$ cat src/rtl/fpe_pkg.sv
package fpe_pkg;

    typedef enum logic [1:0] {
        OP_PROG = 2'd0,
        OP_SECT = 2'd1,
        OP_BLK  = 2'd2,
        OP_CHIP = 2'd3
    } op_e;

    typedef enum logic [1:0] {
        ST_IDLE,
        ST_CMD,
        ST_POLL,
        ST_VERIFY
    } seq_st_e;

    typedef enum logic [1:0] {
        BE_IDLE,
        BE_ACT,
        BE_GAP
    } bus_st_e;

    // context needed to judge one status read
    typedef struct packed {
        logic toggle;
        logic erase;
        logic exp7;
        logic prev6;
        logic have_prev;
    } judge_ctx_t;

    localparam logic [7:0] CODE_UNLK1 = 8'hAA;
    localparam logic [7:0] CODE_UNLK2 = 8'h55;
    localparam logic [7:0] CODE_PROG  = 8'hA0;
    localparam logic [7:0] CODE_ERASE = 8'h80;
    localparam logic [7:0] CODE_CHIP  = 8'h10;
    localparam logic [7:0] CODE_SECT  = 8'h30;
    localparam logic [7:0] CODE_BLK   = 8'h50;

    function automatic logic op_is_erase(op_e op);
        return op != OP_PROG;
    endfunction

endpackage

$ cat src/rtl/fpe_cmd_seq.sv
module fpe_cmd_seq
    import fpe_pkg::*;
#(
    parameter int AW = 19,
    parameter logic [AW-1:0] UNLOCK_A = 19'h05555,
    parameter logic [AW-1:0] UNLOCK_B = 19'h02AAA,
    parameter int SECT_BITS = 12,
    parameter int BLK_BITS  = 16
) (
    input  op_e           op,
    input  logic [2:0]    idx,
    input  logic [AW-1:0] tgt_addr,
    input  logic [7:0]    tgt_data,
    output logic [AW-1:0] st_addr,
    output logic [7:0]    st_data,
    output logic          st_last
);

    localparam logic [AW-1:0] SECT_MASK = {AW{1'b1}} << SECT_BITS;
    localparam logic [AW-1:0] BLK_MASK  = {AW{1'b1}} << BLK_BITS;

    always_comb begin
        st_addr = UNLOCK_A;
        st_data = CODE_UNLK1;
        st_last = 1'b0;
        if (op == OP_PROG) begin
            case (idx)
                3'd0: ;
                3'd1: begin st_addr = UNLOCK_B; st_data = CODE_UNLK2; end
                3'd2: st_data = CODE_PROG;
                default: begin
                    st_addr = tgt_addr;
                    st_data = tgt_data;
                    st_last = 1'b1;
                end
            endcase
        end else begin
            case (idx)
                3'd0, 3'd3: ;
                3'd1, 3'd4: begin st_addr = UNLOCK_B; st_data = CODE_UNLK2; end
                3'd2: st_data = CODE_ERASE;
                default: begin
                    st_last = 1'b1;
                    case (op)
                        OP_SECT: begin st_addr = tgt_addr & SECT_MASK; st_data = CODE_SECT; end
                        OP_BLK:  begin st_addr = tgt_addr & BLK_MASK;  st_data = CODE_BLK;  end
                        default: begin st_addr = UNLOCK_A;             st_data = CODE_CHIP; end
                    endcase
                end
            endcase
        end
    end

endmodule

$ cat src/rtl/fpe_bus_engine.sv
module fpe_bus_engine
    import fpe_pkg::*;
#(
    parameter int AW     = 19,
    parameter int WR_LEN = 3,
    parameter int RD_LEN = 2
) (
    input  logic          clk,
    input  logic          rst,
    input  logic          start,
    input  logic          is_write,
    input  logic [AW-1:0] addr_in,
    input  logic [7:0]    data_in,
    output logic          cyc_done,
    output logic [7:0]    rd_data,
    output logic          ce_n,
    output logic          we_n,
    output logic          oe_n,
    output logic [AW-1:0] bus_addr,
    output logic [7:0]    dq_out,
    output logic          dq_oe,
    input  logic [7:0]    dq_in
);

    localparam int LMAX = (WR_LEN > RD_LEN) ? WR_LEN : RD_LEN;
    localparam int CW   = $clog2(LMAX + 1);

    bus_st_e       st_q;
    logic          wr_q;
    logic [CW-1:0] cnt_q;
    logic [CW-1:0] cnt_lim;

    assign cnt_lim = wr_q ? CW'(WR_LEN - 1) : CW'(RD_LEN - 1);

    always_ff @(posedge clk) begin
        if (rst) begin
            st_q     <= BE_IDLE;
            wr_q     <= 1'b0;
            cnt_q    <= '0;
            bus_addr <= '0;
            dq_out   <= '0;
            rd_data  <= '0;
        end else begin
            case (st_q)
                BE_IDLE: if (start) begin
                    st_q     <= BE_ACT;
                    wr_q     <= is_write;
                    bus_addr <= addr_in;
                    dq_out   <= data_in;
                    cnt_q    <= '0;
                end
                BE_ACT: begin
                    if (cnt_q == cnt_lim) begin
                        if (!wr_q) rd_data <= dq_in;
                        st_q <= BE_GAP;
                    end else begin
                        cnt_q <= cnt_q + 1'b1;
                    end
                end
                default: st_q <= BE_IDLE;
            endcase
        end
    end

    assign cyc_done = (st_q == BE_GAP);
    assign ce_n     = !(st_q == BE_ACT);
    assign we_n     = !((st_q == BE_ACT) && wr_q);
    assign oe_n     = !((st_q == BE_ACT) && !wr_q);
    assign dq_oe    = wr_q && (st_q != BE_IDLE);

    // independent width monitor for the write strobe
    logic [CW:0] we_low_q;
    always_ff @(posedge clk) begin
        if (rst) we_low_q <= '0;
        else     we_low_q <= we_n ? '0 : we_low_q + 1'b1;
    end

    // write strobe and read strobe never overlap
    a_r4_we_oe_excl: assert property (@(posedge clk) disable iff (rst)
        !(!we_n && !oe_n));
    // any active strobe implies chip enable
    a_r4_ce_with_strobe: assert property (@(posedge clk) disable iff (rst)
        (!we_n || !oe_n) |-> !ce_n);
    // write pulse lasts exactly WR_LEN clocks
    a_r4_we_width: assert property (@(posedge clk) disable iff (rst)
        $rose(we_n) |-> (we_low_q == (CW+1)'(WR_LEN)));
    // bus never driven while the flash drives it
    a_r4_dq_direction: assert property (@(posedge clk) disable iff (rst)
        !oe_n |-> !dq_oe);

endmodule

$ cat src/rtl/fpe_poll_judge.sv
module fpe_poll_judge
    import fpe_pkg::*;
(
    input  judge_ctx_t ctx,
    input  logic [7:0] status,
    output logic       complete
);

    always_comb begin
        if (ctx.toggle)
            complete = ctx.have_prev && (status[6] == ctx.prev6);
        else if (ctx.erase)
            complete = status[7];
        else
            complete = (status[7] == ctx.exp7);
    end

endmodule

$ cat src/rtl/fpe_sequencer.sv
module fpe_sequencer
    import fpe_pkg::*;
#(
    parameter int AW        = 19,
    parameter int WR_LEN    = 3,
    parameter int RD_LEN    = 2,
    parameter int POLL_MAX  = 4096,
    parameter int SECT_BITS = 12,
    parameter int BLK_BITS  = 16
) (
    input  logic          clk,
    input  logic          rst,
    input  logic          req_valid,
    output logic          req_ready,
    input  logic [1:0]    req_op,
    input  logic [AW-1:0] req_addr,
    input  logic [7:0]    req_data,
    input  logic          cfg_toggle,
    output logic          done,
    output logic          err_timeout,
    output logic          err_verify,
    output logic          fl_ce_n,
    output logic          fl_we_n,
    output logic          fl_oe_n,
    output logic [AW-1:0] fl_addr,
    output logic [7:0]    fl_dq_out,
    output logic          fl_dq_oe,
    input  logic [7:0]    fl_dq_in
);

    localparam int PW = $clog2(POLL_MAX + 1);

    seq_st_e       st_q;
    op_e           op_q;
    logic [AW-1:0] addr_q;
    logic [7:0]    data_q;
    logic          tog_q;
    logic [2:0]    idx_q;
    logic          pend_q;
    logic [PW-1:0] pcnt_q;
    logic [PW-1:0] pcnt_nx;
    logic          prev6_q;
    logic          havep_q;

    logic [AW-1:0] step_addr;
    logic [7:0]    step_data;
    logic          step_last;
    logic          bus_start;
    logic          bus_done;
    logic [7:0]    bus_rd;
    logic [AW-1:0] bus_addr_in;
    judge_ctx_t    jctx;
    logic          complete;

    fpe_cmd_seq #(
        .AW(AW), .SECT_BITS(SECT_BITS), .BLK_BITS(BLK_BITS)
    ) u_cmd (
        .op(op_q), .idx(idx_q), .tgt_addr(addr_q), .tgt_data(data_q),
        .st_addr(step_addr), .st_data(step_data), .st_last(step_last)
    );

    assign bus_start   = (st_q != ST_IDLE) && !pend_q;
    assign bus_addr_in = (st_q == ST_CMD) ? step_addr : addr_q;

    fpe_bus_engine #(
        .AW(AW), .WR_LEN(WR_LEN), .RD_LEN(RD_LEN)
    ) u_bus (
        .clk(clk), .rst(rst), .start(bus_start), .is_write(st_q == ST_CMD),
        .addr_in(bus_addr_in), .data_in(step_data),
        .cyc_done(bus_done), .rd_data(bus_rd),
        .ce_n(fl_ce_n), .we_n(fl_we_n), .oe_n(fl_oe_n),
        .bus_addr(fl_addr), .dq_out(fl_dq_out), .dq_oe(fl_dq_oe),
        .dq_in(fl_dq_in)
    );

    assign jctx = '{toggle: tog_q, erase: op_is_erase(op_q), exp7: data_q[7],
                    prev6: prev6_q, have_prev: havep_q};

    fpe_poll_judge u_judge (
        .ctx(jctx), .status(bus_rd), .complete(complete)
    );

    assign req_ready = (st_q == ST_IDLE);
    assign pcnt_nx   = pcnt_q + 1'b1;

    always_ff @(posedge clk) begin
        if (rst) begin
            st_q        <= ST_IDLE;
            op_q        <= OP_PROG;
            addr_q      <= '0;
            data_q      <= '0;
            tog_q       <= 1'b0;
            idx_q       <= '0;
            pend_q      <= 1'b0;
            pcnt_q      <= '0;
            prev6_q     <= 1'b0;
            havep_q     <= 1'b0;
            done        <= 1'b0;
            err_timeout <= 1'b0;
            err_verify  <= 1'b0;
        end else begin
            done <= 1'b0;
            if (st_q == ST_IDLE) begin
                if (req_valid) begin
                    op_q        <= op_e'(req_op);
                    addr_q      <= req_addr;
                    data_q      <= req_data;
                    tog_q       <= cfg_toggle;
                    idx_q       <= '0;
                    pend_q      <= 1'b0;
                    pcnt_q      <= '0;
                    havep_q     <= 1'b0;
                    err_timeout <= 1'b0;
                    err_verify  <= 1'b0;
                    st_q        <= ST_CMD;
                end
            end else begin
                if (bus_start) pend_q <= 1'b1;
                if (bus_done) begin
                    pend_q <= 1'b0;
                    case (st_q)
                        ST_CMD: begin
                            if (step_last) st_q <= ST_POLL;
                            else           idx_q <= idx_q + 1'b1;
                        end
                        ST_POLL: begin
                            if (complete) begin
                                if (op_q == OP_PROG) begin
                                    st_q <= ST_VERIFY;
                                end else begin
                                    st_q <= ST_IDLE;
                                    done <= 1'b1;
                                end
                            end else if (pcnt_nx == PW'(POLL_MAX)) begin
                                err_timeout <= 1'b1;
                                st_q        <= ST_IDLE;
                                done        <= 1'b1;
                            end else begin
                                pcnt_q  <= pcnt_nx;
                                prev6_q <= bus_rd[6];
                                havep_q <= 1'b1;
                            end
                        end
                        default: begin
                            err_verify <= (bus_rd != data_q);
                            st_q       <= ST_IDLE;
                            done       <= 1'b1;
                        end
                    endcase
                end
            end
        end
    end

    // ready falls after a request is taken
    a_r1_ready_drop: assert property (@(posedge clk) disable iff (rst)
        (req_valid && req_ready) |=> !req_ready);
    // done coincides with the return to idle
    a_r1_done_ready: assert property (@(posedge clk) disable iff (rst)
        done |-> req_ready);
    // done is a single-cycle pulse
    a_r11_done_pulse: assert property (@(posedge clk) disable iff (rst)
        done |=> !done);
    // timeout and verify error are never both reported
    a_r8_flag_exclusive: assert property (@(posedge clk) disable iff (rst)
        done |-> !(err_timeout && err_verify));
    // poll counter stays below its limit
    a_r8_poll_bound: assert property (@(posedge clk) disable iff (rst)
        pcnt_q < PW'(POLL_MAX));
    // flags hold while idle with no new request
    a_r11_flags_hold: assert property (@(posedge clk) disable iff (rst)
        (req_ready && !done && !req_valid) |=> $stable(err_timeout) && $stable(err_verify));

endmodule

$ cat config.mk
export PLATFORM = sky130hd
export DESIGN_NAME = fpe_sequencer
export DESIGN_NICKNAME = d
export VERILOG_FILES = /design/src/rtl/fpe_pkg.sv /design/src/rtl/fpe_cmd_seq.sv /design/src/rtl/fpe_bus_engine.sv /design/src/rtl/fpe_poll_judge.sv /design/src/rtl/fpe_sequencer.sv
export SDC_FILE = /design/constraint.sdc
export NUM_CORES = 1
export LEC_CHECK = 0
export ABC_AREA = 1
export BUFFER_PORTS_ARGS = -buffer_cell sky130_fd_sc_hd__buf_2
export CAP_MARGIN = 10
export CORE_MARGIN = 2
export CORE_UTILIZATION = 45
export DETAILED_ROUTE_END_ITERATION = 8
export PLACE_DENSITY = 0.66
export SYNTH_ARGS = -nofsm -noshare
export SYNTH_HDL_FRONTEND = slang
export SYNTH_SLANG_ARGS = --single-unit
$ cat constraint.sdc
create_clock -name clk -period 2.4 [get_ports clk]
set_input_delay 0.12 -clock clk [delete_from_list [all_inputs] [get_ports clk]]
set_output_delay 0.12 -clock clk [all_outputs]
set_load 0.05 [all_outputs]
==> flow_summary.yaml <==
run_status:
  status: "finished clean"
placed_design:
  port_buffers: 75
  gp_congestion: 0.908
  placed_area_mm2: 0.00526
  dpl.hpwl_um: 8710
  dp_cells: 878
timing:
  slew_violations: 0
  worst_slew_pin_slew_ns: 0.876
  setup_tns_ns: 0
  skew_ns: 0.0103
  setup_violations: 0
  period_needed_ns: 2.23
  rsz0062_at_grt: "false"
  fmax_mhz: 449
  maxSlewHeadroom: 0.411
  finalCritPeriodShare: 0.928
  finalHoldViolCount: 0
die:
  dieHeight_um: 106
  dieArea_mm2: 0.0113
  fp-row-count: 37
  start_util: 0.459
  ioPinCount: 76
  core_mm2: 0.0102
  die_w_um: 106
layout:
  final_nets: 821
  drive_gt1_frac: 0.185
  area.growth.synth_to_final_pct: 19.0
  n_antenna_cell: 0
  instances_no_fill: 907
  postLayoutCellArea_mm2: 0.00559
  nFillCells: 995
worst_setup_path:
  worstPathRequired_ns: 2.70
  crit_path_start_kind: "flip-flop"
  critical_path.max_stage_delay_ns: 0.72
  crit_chain: "inv_1 > ha_1 > inv_1 > nor2_1 > a21oi_1 > a21oi_1 > o31ai_1 > o221ai_1 > inv_1"
  cp-end-kind: "flip-flop"
  crit_type: "reg2reg"
  critPathSlowestCell: "o31ai_1"
  crit_fanout: 6
  crit_top_cell: "inv_1"
  cp.arrival_ns: 2.53
routing:
  via_per_inst: 5.08
  dr.pass1.iters: 4
  drc: 0
  ant_nets: 0
  post_drt_wl_per_cell_um: 13.2
  vias: 4604
  wl_um: 11900
  drt_iter0_markers: 271
yosys:
  synthTopCellsByCount: "124 x nand2_1, 98 x nor2_1, 94 x dfxtp_1"
  ys_ff_latch: 94
  synth_seq_area_share: 0.400
  synth_top_area_frac: 0.400
  ys_top_cells_by_area: "dfxtp_1 40%, nand2_1 9.9%, nor2_1 7.8%, o21ai_0 7.5%, inv_1 5.9%"
  async_flop_share: 0
  synth_cells: 674
  synth_edf_count: 0
  synth.most_common_cell: "nand2_1"
  yosysUniqueCellTypes: 34
  syn_nets: 729
  syn_area_mm2: 0.00470
  synth_warnings: 0
  avgSynthCellArea_um2: 6.97
  yosys.area.top_type: "dfxtp_1"
  ys_dominant_reg_cell: "dfxtp_1"
hold_path:
  hp-class: "in2reg"
grt:
  track_usage: 0.216
  grt_max_degree: 61
  antenna_found_initial: 0
  grt_pass1_vias: 4396
  grt_pass1_wl_um: 19900
  gr-total-overflow: 0
clocking:
  cts_tree: "built"
  worstSkewPairLatency_ns: 0.36
  clock_path_buffers: 2
  h-tree-depth: 3
  numCtsBuffers: 9
  cts-root-buf: "clkbuf_8"
  clk_transition_reported_paths_ns: 0.10
  cts_sinks: 94
  postCtsSetupRepairBufs: 0
power:
  ir_worst_vdd_mv: 0.601
  comb_power_share: 0.391
  power_w: 0.00505
  power_frac_seq: 0.398
  p_int_w: 0.00284
  powerDensity_mw_per_mm2: 904
  switchingPower_w: 0.00221
  p_leak_nw: 2.57
  clkPwrFrac: 0.210
  swShare: 0.438
flow_run:
  max_cap_viol_count: 0
metal layers:
metal	GRT usage	share of wire	vias up	wire [um]
met3	0.0429	0.044	22	529
met5	0	0	-	0
met2	0.381	0.51	118	6030
li1	-	-	2372	-
met1	0.264	0.43	2092	5160
met4	0.0658	0.018	0	216
registers in the layout, summed over array words and instances (netlist names), 2 cells and up:
name / count
u_bus.cnt_q: 2
op_q: 2
data_q: 8
st_q: 2
u_bus.bus_addr: 19
u_bus.rd_data: 8
idx_q: 3
addr_q: 19
pcnt_q: 13
u_bus.dq_out: 8
u_bus.st_q: 2
power groups by stage:
stage / registers, W / clock network, W / logic [W]
6_report: 0.00201 / 0.00106 / 0.00198
5_1_grt: 0.00205 / 0.00117 / 0.00219
2_1_floorplan: 0.00242 / 0 / 0.00107
3_3_place_gp: 0.00204 / 0 / 0.00192
4_1_cts: 0.00201 / 0.00110 / 0.00197
3_5_place_dp: 0.00205 / 0 / 0.00195
final timing paths:
path / endpoint / cells after the start / start / slack, ns
setup / recovery: u_bus.bus_addr[2]$_SDFFE_PP0P_ / 9 / idx_q[1]$_SDFFE_PP0P_ / 0.17
hold / removal: addr_q[3]$_SDFFE_PP0P_ / 3 / req_addr[3] / 0.008
setup reg to reg: u_bus.bus_addr[2]$_SDFFE_PP0P_ / 9 / idx_q[1]$_SDFFE_PP0P_ / 0.17
hold reg to reg: addr_q[6]$_SDFFE_PP0P_ / 2 / addr_q[6]$_SDFFE_PP0P_ / 0.45
timing repair:
action,CTS,global route
endpoints found under the setup margin,0,6
resized for setup,0,1
endpoints found under the hold margin,12,0
hold buffers,12,0
cell families after synthesis:
logic type | share of synthesized area
and+or+nand+nor | 0.289
AOI/OAI and AO/OA | 0.163
buffers and inverters | 0.0950
DFF | 0.400
adders and majority gates | 0.0373
xor gates and xnor gates | 0.0149
metrics by stage:
stage	worst slack, ns	hold WS [ns]	utilization
4_1_cts	0.189	0.00425	0.545
6_report	0.173	0.00767	0.546
5_1_grt	0.0278	0.0108	0.546
3_3_place_gp	0.274	0.344	0.514
3_5_place_dp	0.207	0.349	0.514
2_1_floorplan	0.390	0.255	-
critical path, delay by kind of cell (launching register included):
kind	cells	cell delay [ns]
simple gates	1	0.05
buf+inv	3	0.25
fa+ha+maj	1	0.19
compound gates	4	1.27
flops	1	0.42
layout by cell type (no fill, tap or decap), types with 14 or more instances in the layout:
cell type,netlist,final
nand2_1,124,124
nor2_1,98,98
dfxtp_1,94,94
buf_2,2,75
inv_1,74,73
o21ai_0,70,70
a21oi_1,49,49
nand3_1,28,28
nand4_1,22,22
buf_4,1,18
ha_1,14,14
layout make-up:
| type | count | area (um^2) | area share |
|---|---|---|---|
| inverter | 86 | 323 | 0.0577 |
| tap | 136 | 170 | 0.0304 |
| clock buffer | 10 | 138 | 0.0246 |
| clock inverter | 6 | 58.8 | 0.0105 |
| timing repair buffer | 105 | 631 | 0.113 |
| sequential | 94 | 1880 | 0.337 |
| multi-input combinational | 470 | 2390 | 0.427 |
(Power assumes the default switching activity.)
